===== src/rtl/bgcal_seq.sv =====
module bgcal_seq #(
  parameter int N_UNIT = 4,
  parameter int DATA_W = 16,
  parameter int MIS_W  = 10,
  parameter int CODE_W = $clog2(N_UNIT + 1)
) (
  input  logic                     clk,
  input  logic                     rst,
  input  logic                     session_done,
  input  logic signed [MIS_W-1:0]  mis_word,
  input  logic signed [DATA_W-1:0] raw_word,
  input  logic [CODE_W-1:0]        sub_code,
  output logic [N_UNIT:0]          cal_sel,
  output logic signed [DATA_W-1:0] corr_word,
  output logic [CODE_W-1:0]        corr_code
);
  localparam int N_EL   = N_UNIT + 1;
  localparam int SUM_W  = MIS_W + $clog2(N_EL);
  localparam int DIFF_W = ((DATA_W > SUM_W) ? DATA_W : SUM_W) + 1;
  localparam logic signed [DIFF_W-1:0] SAT_HI =
    {{(DIFF_W-DATA_W+1){1'b0}}, {(DATA_W-1){1'b1}}};
  localparam logic signed [DIFF_W-1:0] SAT_LO =
    {{(DIFF_W-DATA_W+1){1'b1}}, {(DATA_W-1){1'b0}}};

  logic [N_EL-1:0]          sel_q;
  logic signed [MIS_W-1:0]  err_q [N_EL];
  logic signed [SUM_W-1:0]  tbl [N_EL];
  logic signed [DATA_W-1:0] raw_q;
  logic [CODE_W-1:0]        code_q;
  logic [CODE_W-1:0]        code_eff;
  logic signed [DIFF_W-1:0] diff;

  always_ff @(posedge clk) begin
    if (rst) begin
      sel_q <= N_EL'(1);
      for (int e = 0; e < N_EL; e++) err_q[e] <= '0;
    end else if (session_done) begin
      sel_q <= {sel_q[N_EL-2:0], sel_q[N_EL-1]};
      for (int e = 0; e < N_EL; e++)
        if (sel_q[e]) err_q[e] <= mis_word;
    end
  end

  always_ff @(posedge clk) begin
    if (rst) begin
      raw_q  <= '0;
      code_q <= '0;
    end else begin
      raw_q  <= raw_word;
      code_q <= sub_code;
    end
  end

  always_comb begin
    for (int c = 0; c < N_EL; c++) begin
      int k;
      k = 0;
      tbl[c] = '0;
      for (int e = 0; e < N_EL; e++) begin
        if (!sel_q[e]) begin
          if (k < c) tbl[c] = tbl[c] + SUM_W'(err_q[e]);
          k = k + 1;
        end
      end
    end
  end

  assign code_eff = (code_q > CODE_W'(N_UNIT)) ? CODE_W'(N_UNIT) : code_q;
  assign diff     = DIFF_W'(raw_q) - DIFF_W'(tbl[code_eff]);

  assign corr_word = (diff > SAT_HI) ? DATA_W'(SAT_HI) :
                     (diff < SAT_LO) ? DATA_W'(SAT_LO) : DATA_W'(diff);
  assign corr_code = code_q;
  assign cal_sel   = sel_q;
endmodule


===== config.mk =====
export PLATFORM = sky130hd
export DESIGN_NAME = bgcal_seq
export DESIGN_NICKNAME = d
export VERILOG_FILES = /design/src/rtl/bgcal_seq.sv
export SDC_FILE = /design/constraint.sdc
export NUM_CORES = 1
export LEC_CHECK = 0
export ABC_CLOCK_PERIOD_IN_PS = 8000
export BUFFER_PORTS_ARGS = -buffer_cell sky130_fd_sc_hd__buf_2
export CORE_ASPECT_RATIO = 1.2
export CORE_MARGIN = 4
export CORE_UTILIZATION = 40
export CTS_BUF_LIST = sky130_fd_sc_hd__clkbuf_4 sky130_fd_sc_hd__clkbuf_8
export DETAILED_ROUTE_END_ITERATION = 8
export PLACE_DENSITY = 0.62
export SLEW_MARGIN = 40
export SYNTH_ARGS = -nofsm -noshare
export SYNTH_HDL_FRONTEND = slang
export SYNTH_SLANG_ARGS = --single-unit

===== constraint.sdc =====
create_clock -name clk -period 8 [get_ports clk]
set_input_delay 0.4 -clock clk [delete_from_list [all_inputs] [get_ports clk]]
set_output_delay 0.4 -clock clk [all_outputs]
set_load 0.05 [all_outputs]

==> out/qor.csv, run 1 <==
stage,metric,value,unit
place,dp_hpwl,33.46,mm
critical_path,cp_num_buf_inv,5,
drt,drt_iter0_drc,723,
drt,totalWireLength,41.76,mm
drt,drcViolationCount,0,
floorplan,die_x,163.6,um
sta,setup_slack,-1.108,ns
cells_and_area,fin_area,0.01734,mm^2
yosys,synth-simple-area-share,0.1867,
cells_and_area,final_cells,2388,
critical_path,path_max_fanout,6,
critical_path,crit_slowest_cell,a221o_2,
floorplan,rows,68,
drt,dr.pass1.iters,5,
sta,hold_viol_final,0,
outcome,violations,negative setup slack,
sta,rsz0062_at_grt,true,
sta,finClkSkew,0.01455,ns
yosys,synth_nets,1690,
yosys,synth.area.top_cells,"ha_1 (16%), edfxtp_1 (13%), a21oi_1 (6.1%)",
drt,dr_total_vias,12956,
critical_path,reg2reg_to,err_q[0][14]$_DFFE_PP_,
drt,via_per_inst,5.425,
outcome,status,"finished, violations left",
global_routing,grtUsageTotal,0.2500,
yosys,synth_top_family_by_area,compound AO/OA/AOI/OAI gates,
power_and_ir_drop,p_total,5215,uW
cells_and_area,drive_gt1_frac,0.3889,
yosys,mappedNetlistArea,0.01162,mm^2
min_path,hp-class,primary input to flip-flop,
critical_path,critPathLaunchType,flip-flop,
yosys,synth_cell_types,83,
critical_path,crit_top_cell,ha_4,
global_routing,grt_antenna_before_repair,0,
critical_path,slowest_delay,0.49,ns
global_routing,grt-ovfl-total,0,
floorplan,core,0.02867,mm^2
cells_and_area,antenna_cells,0,
yosys,synth.ff_latch_count,74,
critical_path,end_kind,primary output,
clock_tree,numCtsBuffers,9,
place,place.gp.congestion,0.9344,
yosys,synth_top_area_share,0.1647,
cells_and_area,fin_util,0.6049,
yosys,synth_xor_area_frac,0.09291,
sta,timing.final.crit_period,9.108,ns
clock_tree,cts_root_buffer,clkbuf_8,
place,portBuffers,55,
cells_and_area,finalNetCount,2196,
min_path,whs_endpoint,raw_q[13]$_SDFF_PP0_,
global_routing,grt_max_degree,35,
place,preCtsSetupSlack,-1.141,ns
run,drv_cap,0,
sta,worst-slew-pin-transition,0.9987,ns
yosys,syn_inst,1492,
critical_path,worstPathRequired,7.60,ns
yosys,async_flop_share,0,
place,dpl.cell_count,2322,
min_path,hold_depth,2,
yosys,postSynthAreaPerCell,7.790,um^2
sta,drv_slew,0,
yosys,synth_fa_ha_area_frac,0.1914,
sta,relSlewSlack,0.3342,
yosys,yosysWarnings,0,
power_and_ir_drop,vdd_drop_max,0.3274,mV
place,place_area,0.01572,mm^2
critical_path,reg2reg_depth,5,
power_and_ir_drop,p_leak,0.008192,uW
clock_tree,clkSlewWorstSetupHoldPaths,0.11,ns
sta,finalCritPeriodShare,1.139,
yosys,synth_edf_count,50,
global_routing,grt_pass1_vias,12871,
floorplan,start_util,0.4053,
yosys,synth_compound_area_frac,0.2684,
yosys,synth_top_area_cell,ha_1,
critical_path,cp_top_family,compound AO/OA/AOI/OAI gates,
cells_and_area,area_growth,49.22,%
sta,fmax,109.8,MHz
yosys,synth.mux.area_fraction,0.04285,
clock_tree,clkSinkCount,74,
critical_path,critPathArrivalTime,8.71,ns
min_path,hp-start,raw_word[13],
clock_tree,h-tree-depth,3,
power_and_ir_drop,powerDensity,300.7,mW/mm^2
clock_tree,cts_tree,yes,
floorplan,ios,56,
clock_tree,clk_latency,0.40,ns
critical_path,r2r-start,cal_sel[3]$_SDFFE_PP0P_,
critical_path,rrSetupSlack,5.93,ns
floorplan,die_area,0.03186,mm^2
drt,wire_per_inst,17.49,um
sta,setup_viol,16,
clock_tree,cts.path.max_buffers,2,
yosys,ys_seq_area_frac,0.1705,
floorplan,die_h,194.7,um
yosys,synthFlopType,edfxtp_1,
critical_path,path_class,flip-flop to primary output,
global_routing,grt_pass1_wl,63.67,mm
drt,postRouteAntennaNets,0,
-- cell families (layout without fill, tap and decap cells) --
logic type	Yosys count	in the layout
compound gates	474	475
simple gates	468	468
fa+ha+maj	171	171
buf+inv	140	650
xor+xnor	118	118
flops	74	74
mux	47	47
-- synthesized netlist by cell type, drive strengths merged, types with 17 or more instances --
master    n
mux2i    25
nor2    153
a211oi   17
nand2b   19
xor2     47
ha      153
mux2     22
o21ai    94
clkbuf   40
inv      92
o211ai   27
o21bai   23
o21a     32
a21oi   142
nor2b    52
xnor2    69
nand3    24
nand2   135
a21o     38
edfxtp   50
nor3     26
dfxtp    24
-- sequential cells by signal, summed over array words and instances (netlist names) --
name	flops
cal_sel	5
err_q	50
corr_code	3
raw_q	16
-- metrics by stage --
stage / setup TNS [ns] / hold slack, ns
6_report: -16.54 / 0.2171
5_1_grt: -23.14 / 0.2347
4_1_cts: -16.31 / 0.2089
3_5_place_dp: -16.58 / 0.5510
3_3_place_gp: -14.35 / 0.5304
2_1_floorplan: -7.374 / 0.5282
-- worst max-delay path by stage --
| stage | startpoint | to | slack, ns | depth (start not counted) |
|---|---|---|---|---|
| 3_3_place_gp | err_q[0][0]$_DFFE_PP_ | corr_word[12] | -0.99 | 40 |
| 3_5_place_dp | err_q[0][0]$_DFFE_PP_ | corr_word[7] | -1.14 | 40 |
| 2_1_floorplan | cal_sel[0]$_SDFFE_PP1P_ | corr_word[0] | -0.60 | 38 |
| 4_1_cts | err_q[0][1]$_DFFE_PP_ | corr_word[7] | -1.11 | 39 |
| 5_1_grt | err_q[0][1]$_DFFE_PP_ | corr_word[7] | -1.52 | 44 |
| 6_report | err_q[0][1]$_DFFE_PP_ | corr_word[9] | -1.11 | 40 |
-- layout make-up --
cell class,count,area [um^2]
fill,2490,11330
multi-input combinational,1279,10260
timing repair buffer,542,4051
sequential,74,1986
tap,385,481.7
inverter,92,352.8
clock buffer,9,123.9
clock inverter,7,82.58
-- worst reg2reg max path, stage by stage (launching register included) --
cell	delay (ns)
dfxtp_1	0.39
buf_4	0.24
inv_1	0.11
buf_4	0.20
a311oi_2	0.60
and2_1	0.35
-- power breakdown --
part	internal [uW]	leakage [uW]	switching, uW
sequential	433	0.000721	29.7
clock	150	0.0000988	195
combinational	2210	0.00737	2200
-- per-layer routing --
metal | routed length (um) | vias up | track usage
li1 | - | 6396 | -
met1 | 16480 | 6081 | 0.2893
met2 | 21920 | 372 | 0.4716
met3 | 1637 | 107 | 0.02375
met4 | 1725 | 0 | 0.08825
met5 | 0 | - | 0
-- layout by cell type, fill, tap and decap left out, types with 7 or more instances in the layout --
master,n
buf_6,18
nor3_1,23
o211ai_1,27
o21ai_1,17
a211oi_1,9
a211oi_2,8
mux2i_1,20
or3_1,9
xnor2_1,60
nand3_1,22
ha_2,7
buf_2,40
o21ai_0,59
edfxtp_1,50
fa_1,12
dfxtp_1,23
buf_4,482
inv_1,88
nor2b_1,47
a21o_1,38
o31ai_1,8
xnor2_2,7
nor2_1,146
ha_1,125
o21bai_1,22
o31a_1,9
nand2b_1,19
o21a_1,32
and2_1,14
mux2_2,17
clkbuf_8,9
a21oi_2,37
o21ai_2,13
ha_4,21
a21oi_1,101
xor2_1,44
nand2_1,129
-- repair_timing --
item | CTS | global route
pin swaps | 56 | 109
hold buffers | 0 | 0
endpoints found under the setup margin | 16 | 16
gates cloned | 2 | 0
resized for setup | 117 | 118
hold endpoints to repair | 0 | 0
buffers inserted | 23 | 27
No activity file was read; power rests on OpenSTA's default activity.
==> inputs of run 2 (changes only) <==
--- a/config.mk
+++ b/config.mk
@@ -13,6 +13,7 @@
 export CTS_BUF_LIST = sky130_fd_sc_hd__clkbuf_4 sky130_fd_sc_hd__clkbuf_8
 export DETAILED_ROUTE_END_ITERATION = 8
 export PLACE_DENSITY = 0.62
+export SKIP_LAST_GASP = 1
 export SLEW_MARGIN = 40
 export SYNTH_ARGS = -nofsm -noshare
 export SYNTH_HDL_FRONTEND = slang
==> run 2 against run 1 <==
Compared with the run above:
- the flow still finishes with violations (negative setup slack)
- via count decreased by 0.25%
- non-clock buffer count shrank 1
- sequential power about the same
- count of clock-buffer cells in the layout is the same
- final cell count about the same
- maximum frequency fell by 0.12%
- combinational power shrank 1%
- register-to-register slack about the same
- clock skew fell by 0.00055 ns
- hold slack improved by 0.0012 ns
- sequential cell count is the same
==> out/qor.csv, run 2 (synthesized netlist as in run 1, its figures left out) <==
stage,metric,value,unit
drt,dr.pass1.iters,5,
sta,hold_viol_final,0,
cells_and_area,largest_reg_flops,50,
critical_path,path_max_fanout,6,
critical_path,r2r-start,cal_sel[3]$_SDFFE_PP0P_,
drt,totalWireLength,41.46,mm
sta,finClkSkew,0.01400,ns
drt,postRouteAntennaNets,0,
clock_tree,clkSinkCount,74,
cells_and_area,area_growth,48.66,%
cells_and_area,antenna_cells,0,
drt,dr_total_vias,12923,
critical_path,slowest_delay,0.52,ns
place,portBuffers,55,
critical_path,path_class,flip-flop to primary output,
critical_path,reg2reg_to,err_q[0][14]$_DFFE_PP_,
critical_path,end_kind,primary output,
critical_path,cp_num_buf_inv,6,
floorplan,rows,68,
min_path,hp-class,primary input to flip-flop,
critical_path,worstPathRequired,7.60,ns
critical_path,reg2reg_depth,5,
outcome,violations,negative setup slack,
min_path,hp-start,raw_word[13],
sta,worst-slew-pin-transition,0.9728,ns
critical_path,crit_slowest_cell,or4_4,
clock_tree,cts_root_buffer,clkbuf_8,
critical_path,cp_top_family,compound AO/OA/AOI/OAI gates,
global_routing,grt_pass1_wl,63.63,mm
cells_and_area,drive_gt1_frac,0.3851,
power_and_ir_drop,vdd_drop_max,0.3091,mV
cells_and_area,fill_cells,2497,
sta,fin_setup_tns,-16.53,ns
global_routing,grtUsageTotal,0.2498,
floorplan,start_util,0.4053,
place,preCtsSetupSlack,-1.141,ns
clock_tree,numCtsBuffers,9,
sta,timing.final.crit_period,9.120,ns
sta,hold-worst-slack,0.2184,ns
sta,relSlewSlack,0.3491,
sta,fmax,109.7,MHz
floorplan,die_area,0.03186,mm^2
power_and_ir_drop,powerDensity,299.3,mW/mm^2
cells_and_area,fin_util,0.6026,
global_routing,grt_max_degree,35,
critical_path,critPathLaunchType,flip-flop,
place,dp_hpwl,33.46,mm
critical_path,critPathArrivalTime,8.72,ns
sta,setup_slack,-1.120,ns
power_and_ir_drop,p_leak,0.008157,uW
clock_tree,postCtsHoldBufs,0,
clock_tree,cts.path.max_buffers,2,
sta,rsz0062_at_grt,true,
drt,drcViolationCount,0,
cells_and_area,layout_commonest_cell,buf_4,
global_routing,grt_antenna_before_repair,0,
clock_tree,clk_latency,0.40,ns
sta,finalCritPeriodShare,1.140,
floorplan,core,0.02867,mm^2
place,place.gp.congestion,0.9344,
floorplan,die_x,163.6,um
cells_and_area,top_register,err_q,
cells_and_area,mostFrequentLayoutCells,"buf_4 (482), nor2_1 (145), nand2_1 (129)",
cells_and_area,finalNetCount,2195,
min_path,whs_endpoint,raw_q[13]$_SDFF_PP0_,
min_path,hold_depth,2,
floorplan,ios,56,
global_routing,grt_pass1_vias,12853,
floorplan,die_h,194.7,um
critical_path,rrSetupSlack,5.94,ns
sta,drv_slew,0,
drt,wire_per_inst,17.37,um
clock_tree,h-tree-depth,3,
clock_tree,cts_tree,yes,
drt,via_per_inst,5.414,
global_routing,grt-ovfl-total,0,
outcome,status,"finished, violations left",
drt,drt_iter0_drc,703,
clock_tree,clkSlewWorstSetupHoldPaths,0.10,ns
sta,setup_viol,16,
run,drv_cap,0,
run 2: power breakdown:
group | leakage [uW] | internal [uW] | switching [uW]
logic | 0.00734 | 2190 | 2180
registers | 0.000721 | 433 | 29.6
clock network | 0.0000988 | 150 | 194
total | 0.00816 | 2770 | 2400
run 2: routing by layer:
metal | track usage | up-vias | part of all wire
met4 | 0.08763 | 0 | 0.041
met1 | 0.2898 | 6077 | 0.40
met5 | 0 | - | 0
met2 | 0.4710 | 344 | 0.52
met3 | 0.02333 | 103 | 0.034
li1 | - | 6399 | -
run 2: worst register-to-register path: stages, from the launching register on:
cell and delay, ns:
dfxtp_1 0.40, buf_4 0.24, inv_1 0.11, buf_4 0.20, a311oi_2 0.60, and2_1 0.35
run 2: worst max-delay path by stage:
stage	end	cells past startpoint	slack, ns	startpoint
floorplan	corr_word[0]	38	-0.60	cal_sel[0]$_SDFFE_PP1P_
global placement	corr_word[12]	40	-0.99	err_q[0][0]$_DFFE_PP_
detailed placement	corr_word[7]	40	-1.14	err_q[0][0]$_DFFE_PP_
CTS	corr_word[7]	39	-1.11	err_q[0][1]$_DFFE_PP_
global route	corr_word[7]	46	-1.50	err_q[0][1]$_DFFE_PP_
finish	corr_word[2]	43	-1.12	err_q[0][1]$_DFFE_PP_
run 2: area by class of cell:
cell class                 count  area [um^2]  share of cell area
clock buffer                   9        123.9            0.007169
clock inverter                 7        82.58            0.004779
inverter                      92        352.8             0.02042
multi-input combinational   1279        10210              0.5912
sequential                    74         1986              0.1149
tap                          385        481.7             0.02788
timing repair buffer         541         4036              0.2336
run 2: repair_timing:
action / 4_1_cts / 5_1_grt
pin swaps: 55 / 103
endpoints found under the setup margin: 16 / 16
resized for setup: 114 / 109
setup buffers: 23 / 25
gates cloned: 2 / 0
run 2: per-stage QoR:
stage	power [uW]	instances	area [um^2]
global placement	4199	2322	15700
CTS	4875	2363	16570
finish	5171	2387	17280
global route	5540	2387	17280
floorplan	2782	1492	11870
detailed placement	4279	2322	15720
